## src/rtl/dcls_pkg.sv

```systemverilog
`timescale 1ns/1ps
package dcls_pkg;

  typedef enum logic [2:0] {
    OP_STANDBY    = 3'd0,
    OP_READ       = 3'd1,
    OP_READ_HIZ   = 3'd2,
    OP_WR_EARLY   = 3'd3,
    OP_WR_DELAYED = 3'd4,
    OP_RMW        = 3'd5,
    OP_REF_ROW    = 3'd6,
    OP_REF_CBR    = 3'd7
  } op_e;

  // Column cycle type from the captured per-cycle flags.
  function automatic op_e col_kind(input logic any_early,
                                   input logic late_we,
                                   input logic oe_seen);
    if (any_early)    return OP_WR_EARLY;
    else if (late_we) return oe_seen ? OP_RMW : OP_WR_DELAYED;
    else              return oe_seen ? OP_READ : OP_READ_HIZ;
  endfunction

endpackage

```

## src/rtl/dcls_sampler.sv

```systemverilog
`timescale 1ns/1ps
module dcls_sampler #(
  parameter int unsigned    W   = 5,
  parameter logic [W-1:0]   RST = '1
) (
  input  logic         clk,
  input  logic         rst_n,
  input  logic [W-1:0] din,
  output logic [W-1:0] cur,
  output logic [W-1:0] prev
);

  always_ff @(posedge clk or negedge rst_n) begin
    if (!rst_n) begin
      cur  <= RST;
      prev <= RST;
    end else begin
      cur  <= din;
      prev <= cur;
    end
  end

endmodule

```

## src/rtl/dcls_lanes.sv

```systemverilog
`timescale 1ns/1ps
module dcls_lanes #(
  parameter int unsigned LANES = 2
) (
  input  logic             clk,
  input  logic             rst_n,
  input  logic [LANES-1:0] cas_cur,
  input  logic [LANES-1:0] cas_prev,
  input  logic             we_cur,
  input  logic             col_start,
  input  logic             col_active,
  input  logic             idle_clear,
  output logic [LANES-1:0] lane_hit,
  output logic [LANES-1:0] lane_early,
  output logic             lanes_mixed
);

  logic [LANES-1:0] lane_fall;

  for (genvar i = 0; i < LANES; i++) begin : g_lane
    assign lane_fall[i] = ~cas_cur[i] & cas_prev[i];

    always_ff @(posedge clk or negedge rst_n) begin
      if (!rst_n) begin
        lane_hit[i]   <= 1'b0;
        lane_early[i] <= 1'b0;
      end else if (col_start) begin
        lane_hit[i]   <= lane_fall[i];
        lane_early[i] <= lane_fall[i] & ~we_cur;
      end else if (col_active && lane_fall[i]) begin
        lane_hit[i]   <= 1'b1;
        lane_early[i] <= ~we_cur;
      end else if (idle_clear) begin
        lane_hit[i]   <= 1'b0;
        lane_early[i] <= 1'b0;
      end
    end
  end

  assign lanes_mixed = (|(lane_hit & lane_early)) & (|(lane_hit & ~lane_early));

  // a lane is only marked early once its strobe has joined the cycle
  assert_early_in_hit_R6: assert property (@(posedge clk) disable iff (!rst_n)
    (lane_early & ~lane_hit) == '0);

endmodule

```

## src/rtl/dcls_column.sv

```systemverilog
`timescale 1ns/1ps
module dcls_column (
  input  logic clk,
  input  logic rst_n,
  input  logic cas_any_cur,
  input  logic cas_any_prev,
  input  logic ras_cur,
  input  logic row_open,
  input  logic we_cur,
  input  logic we_prev,
  input  logic oe_cur,
  output logic col_start,
  output logic col_end,
  output logic col_active,
  output logic late_we,
  output logic oe_seen
);

  logic we_fall;

  assign we_fall   = ~we_cur & we_prev;
  assign col_start = cas_any_cur & ~cas_any_prev & ~ras_cur & row_open & ~col_active;
  assign col_end   = col_active & ~cas_any_cur & cas_any_prev;

  always_ff @(posedge clk or negedge rst_n) begin
    if (!rst_n) begin
      col_active <= 1'b0;
      late_we    <= 1'b0;
      oe_seen    <= 1'b0;
    end else begin
      if (col_start)    col_active <= 1'b1;
      else if (col_end) col_active <= 1'b0;

      if (col_start)                 late_we <= 1'b0;
      else if (col_active && we_fall) late_we <= 1'b1;

      if (col_start)
        oe_seen <= ~oe_cur & we_cur;
      else if (col_active && !late_we && we_cur && !oe_cur)
        oe_seen <= 1'b1;
    end
  end

  // an opened column cycle stays open until its close is seen
  assert_start_opens_R5: assert property (@(posedge clk) disable iff (!rst_n)
    col_start |=> col_active);

  assert_end_closes_R5: assert property (@(posedge clk) disable iff (!rst_n)
    col_end |=> !col_active);

endmodule

```

## src/rtl/dram_strobe_classifier.sv

```systemverilog
`timescale 1ns/1ps
module dram_strobe_classifier #(
  parameter int unsigned LANES = 2
) (
  input  logic             clk,
  input  logic             rst_n,
  input  logic             ras_n,
  input  logic [LANES-1:0] cas_n,
  input  logic             we_n,
  input  logic             oe_n,
  output logic             op_valid,
  output logic [2:0]       op_code,
  output logic [LANES-1:0] lane_mask,
  output logic             mix_err
);
  import dcls_pkg::*;

  localparam int unsigned SW = LANES + 3;

  logic [SW-1:0]    smp_cur, smp_prev;
  logic             ras_cur, ras_prev, we_cur, we_prev, oe_cur, oe_prev;
  logic [LANES-1:0] cas_cur, cas_prev;
  logic             cas_any_cur, cas_any_prev;
  logic             ras_fall, ras_rise;
  logic             row_open, cbr_pend, col_seen;
  logic             col_start, col_end, col_active, late_we, oe_seen;
  logic [LANES-1:0] lane_hit, lane_early;
  logic             lanes_mixed;
  logic             ev_valid, ev_err;
  op_e              ev_op;
  logic [LANES-1:0] ev_mask;

  dcls_sampler #(.W(SW), .RST({SW{1'b1}})) u_smp (
    .clk(clk), .rst_n(rst_n),
    .din({ras_n, cas_n, we_n, oe_n}),
    .cur(smp_cur), .prev(smp_prev)
  );

  assign {ras_cur, cas_cur, we_cur, oe_cur}     = smp_cur;
  assign {ras_prev, cas_prev, we_prev, oe_prev} = smp_prev;

  assign cas_any_cur  = ~&cas_cur;
  assign cas_any_prev = ~&cas_prev;
  assign ras_fall     = ~ras_cur & ras_prev;
  assign ras_rise     = ras_cur & ~ras_prev;

  dcls_column u_col (
    .clk(clk), .rst_n(rst_n),
    .cas_any_cur(cas_any_cur), .cas_any_prev(cas_any_prev),
    .ras_cur(ras_cur), .row_open(row_open),
    .we_cur(we_cur), .we_prev(we_prev), .oe_cur(oe_cur),
    .col_start(col_start), .col_end(col_end), .col_active(col_active),
    .late_we(late_we), .oe_seen(oe_seen)
  );

  dcls_lanes #(.LANES(LANES)) u_lanes (
    .clk(clk), .rst_n(rst_n),
    .cas_cur(cas_cur), .cas_prev(cas_prev), .we_cur(we_cur),
    .col_start(col_start), .col_active(col_active),
    .idle_clear(ras_cur & ~col_active),
    .lane_hit(lane_hit), .lane_early(lane_early), .lanes_mixed(lanes_mixed)
  );

  // Row-level state: which kind of row period is in progress
  always_ff @(posedge clk or negedge rst_n) begin
    if (!rst_n) begin
      row_open <= 1'b0;
      cbr_pend <= 1'b0;
      col_seen <= 1'b0;
    end else begin
      if (ras_fall) begin
        row_open <= ~cas_any_cur;
        cbr_pend <= cas_any_cur;
        if (!cas_any_cur) col_seen <= 1'b0;
      end else if (ras_rise) begin
        row_open <= 1'b0;
        cbr_pend <= 1'b0;
      end
      if (col_start) col_seen <= 1'b1;
    end
  end

  always_comb begin
    ev_valid = 1'b0;
    ev_op    = OP_STANDBY;
    ev_mask  = '0;
    ev_err   = 1'b0;
    if (col_end) begin
      ev_valid = 1'b1;
      ev_op    = col_kind(|(lane_hit & lane_early), late_we, oe_seen);
      ev_mask  = lane_hit;
      ev_err   = lanes_mixed;
    end else if (ras_rise && cbr_pend) begin
      ev_valid = 1'b1;
      ev_op    = OP_REF_CBR;
      ev_mask  = '1;
    end else if (ras_rise && row_open && !col_seen) begin
      ev_valid = 1'b1;
      ev_op    = OP_REF_ROW;
      ev_mask  = '1;
    end
  end

  always_ff @(posedge clk or negedge rst_n) begin
    if (!rst_n) begin
      op_valid  <= 1'b0;
      op_code   <= OP_STANDBY;
      lane_mask <= '0;
      mix_err   <= 1'b0;
    end else begin
      op_valid  <= ev_valid;
      op_code   <= ev_op;
      lane_mask <= ev_mask;
      mix_err   <= ev_err;
    end
  end

  // outputs rest at standby between reports
  assert_quiet_standby_R2: assert property (@(posedge clk) disable iff (!rst_n)
    !op_valid |-> (op_code == 3'd0 && lane_mask == '0 && !mix_err));

  // row-only refresh covers all lanes and follows a sampled row rise
  assert_row_ref_word_R3: assert property (@(posedge clk) disable iff (!rst_n)
    (op_valid && op_code == 3'd6) |-> (lane_mask == '1 && $past(ras_cur)));

  // column-before-row refresh covers all lanes
  assert_cbr_word_R4: assert property (@(posedge clk) disable iff (!rst_n)
    (op_valid && op_code == 3'd7) |-> (lane_mask == '1 && $past(ras_cur)));

  // a column report names at least one lane
  assert_col_mask_R5: assert property (@(posedge clk) disable iff (!rst_n)
    (op_valid && op_code != 3'd6 && op_code != 3'd7) |-> (lane_mask != '0));

  // a lane mix always rides on an early-write report
  assert_mix_early_R10: assert property (@(posedge clk) disable iff (!rst_n)
    mix_err |-> (op_valid && op_code == 3'd3));

endmodule

```

## config.mk

```make
export PLATFORM = sky130hd
export DESIGN_NAME = dram_strobe_classifier
export DESIGN_NICKNAME = d
export VERILOG_FILES = /design/src/rtl/dcls_pkg.sv /design/src/rtl/dcls_sampler.sv /design/src/rtl/dcls_lanes.sv /design/src/rtl/dcls_column.sv /design/src/rtl/dram_strobe_classifier.sv
export SDC_FILE = /design/constraint.sdc
export NUM_CORES = 1
export LEC_CHECK = 0
export BUFFER_PORTS_ARGS = -buffer_cell sky130_fd_sc_hd__buf_4
export CORE_UTILIZATION = 25
export CTS_BUF_LIST = sky130_fd_sc_hd__clkbuf_16
export DETAILED_ROUTE_END_ITERATION = 10
export GPL_ROUTABILITY_DRIVEN = 0
export GPL_TIMING_DRIVEN = 0
export PLACE_DENSITY = 0.4
export SKIP_LAST_GASP = 1
export SYNTH_ARGS = -nofsm -noshare
export SYNTH_HDL_FRONTEND = slang
export SYNTH_HIERARCHICAL = 1
export SYNTH_SLANG_ARGS = --single-unit
```

## constraint.sdc

```tcl
create_clock -name clk -period 3.6 [get_ports clk]
set_clock_uncertainty 0.05 [all_clocks]
set_input_delay 0.54 -clock clk [delete_from_list [all_inputs] [get_ports clk]]
set_output_delay 0.54 -clock clk [all_outputs]
set_load 0.1 [all_outputs]
```

==> impl_metrics.json <==
{
  "crit_chain": "nand2_1 > or2b_1 > nor2_1 > nor2b_1 > o21ai_1 > nand2_1",
  "wl_per_cell_um": 11.4,
  "vias_per_cell": 4.31,
  "cts_tree": "done",
  "critPathMostFrequentCell": "nand2_1",
  "cts_max_level": 1,
  "path_max_fanout": 8,
  "netlist_instances": 85,
  "hpwl_um": 1260,
  "setup_viol_count_final": 0,
  "die_w_um": 66.1,
  "coreArea_um2": 3800,
  "slew_headroom": 0.680,
  "antennaDiodeCount": 0,
  "syn_nets": 94,
  "fin_nets": 112,
  "vdd_ir_drop_max_uv": 241,
  "vias": 646,
  "final_common_cell": "dfrtp_1",
  "die-area_um2": 4370,
  "cpLargestDelayFamily": "simple AND/OR/NAND/NOR gates",
  "cts_setup_buffers": 0,
  "crit_arrival_ns": 1.88,
  "p_leak_nw": 0.636,
  "grt_pass1_vias": 656,
  "end_kind": "flop",
  "startpoint_type": "flop",
  "portBuffers": 13,
  "final_cell_mix": "dfrtp_1, buf_4, nand2_1",
  "final_max_slew_viol_count": 0,
  "wirelength_um": 1700,
  "ant_nets": 0,
  "cp_data_required_time_ns": 3.68,
  "cts.sinks": 26,
  "drc": 0,
  "crit_path_top_delay_cell": "dfstp_2",
  "hold_violations": 0,
  "yosys_warnings": 6,
  "critPathKind": "reg -> reg",
  "initial_core_util": 0.270,
  "rsz0062_at_grt": "false",
  "ctsRootBufferMaster": "clkbuf_16",
  "tightest_slew_ns": 0.479,
  "crit_buf_inv": 0,
  "fin_ws_ns": 1.80,
  "cts_resized": 0,
  "synthToLayoutAreaGrowth_pct": 23.0,
  "status": "finished clean",
  "grt_max_degree": 27,
  "cts_buffer_depth": 2,
  "grt_pass1_wl_um": 2990,
  "syn_avg_cell_area_um2": 12.1,
  "maxCapViolCount": 0,
  "io_pins": 14,
  "track_usage": 0.0939,
  "clock.fmax_ghz": 0.557,
  "cts-hold-fix-buffers": 0,
  "final.fill_count": 398,
  "clk_latency_ns": 0.25,
  "final_layout_size_suffix_gt1_frac": 0.275,
  "critPathMaxStageDelay_ns": 0.58,
  "die_h_um": 66.1,
  "finalCriticalPeriod_ns": 1.80,
  "min_period_over_period": 0.499,
  "syn-cell-area_um2": 1030,
  "antenna_found_initial": 0,
  "min_path_type": "in -> async",
  "grt_overflow": 0,
  "drt_iter0_drc": 18,
  "post-place-ws_ns": 1.77,
  "tns_ns": 0,
  "path_clk_slew_ns": 0.06,
  "powerDensity_nw_per_um2": 514,
  "num_rows": 22,
  "drt_pass1_iterations": 4,
  "cts_buffers": 3
}
[routing by layer]
metal / wire length [µm] / vias up / track usage / share of wire
met1: 699 / 299 / 0.107 / 0.41
li1: - / 323 / - / -
met5: 0 / - / 0 / 0
met4: 23 / 0 / 0.0372 / 0.014
met2: 877 / 20 / 0.157 / 0.51
met3: 103 / 4 / 0.0362 / 0.060
[final timing paths]
kind,endpoint,startpoint,slack [ns],depth (start not counted)
hold / removal,op_valid,rst_n,0.13,1
max in group asynchronous,u_smp/cur[4],rst_n,3.08,1
min in group clk,u_smp/prev[1],u_smp/cur[1],0.32,0
setup reg to reg,lane_mask[0],u_smp/cur[3],1.80,6
hold reg to reg,u_smp/prev[1],u_smp/cur[1],0.32,0
setup / recovery,lane_mask[0],u_smp/cur[3],1.80,6
[power breakdown]
part           internal, mW  switching (mW)  leakage [nW]
Sequential            0.317          0.0184         0.327
Clock                 0.148          0.0903        0.0385
Combinational        0.0264          0.0489         0.270
Total                 0.492           0.158         0.636
[through the flow]
stage / hold slack (ns) / utilization / total power [mW] / cell area (µm²) / cells
after floorplan: 0.194 / - / 0.389 / 1030 / 85
after CTS: 0.145 / 0.333 / 0.662 / 1260 / 150
after global routing: 0.154 / 0.333 / 0.684 / 1260 / 150
after detailed placement: 0.316 / 0.312 / 0.417 / 1180 / 146
after global placement: 0.320 / 0.312 / 0.417 / 1180 / 146
final: 0.125 / 0.333 / 0.649 / 1260 / 150
[worst reg2reg max path: cells and delay by family, from the launching register on]
family	cells	cell delay (ns)
AO/OA/AOI/OAI	1	0.16
AND/OR/NAND/NOR	5	0.89
flip-flops	1	0.58
[flip-flops by register name, indices dropped and copies added, names as in the netlist]
signal and cells:
u_smp/prev 4, u_col/col_active 1, op_valid 1, op_code 3
cbr_pend 1, col_seen 1, u_col/late_we 1, u_lanes/lane_early 2
u_col/oe_seen 1, lane_mask 2, mix_err 1, u_lanes/lane_hit 2
u_smp/cur 5, row_open 1
[area by class of cell]
| cell class | count | area, µm² | area share |
|---|---|---|---|
| flip-flops and latches | 26 | 662 | 0.524 |
| well taps | 48 | 60.1 | 0.0475 |
| inverters | 6 | 22.5 | 0.0178 |
| multi-input cells | 53 | 343 | 0.271 |
| clock buffers | 3 | 75.1 | 0.0594 |
| clock inverters | 1 | 3.75 | 0.00297 |
| repair buffers | 13 | 97.6 | 0.0772 |
No activity file was read; power rests on OpenSTA's default activity.
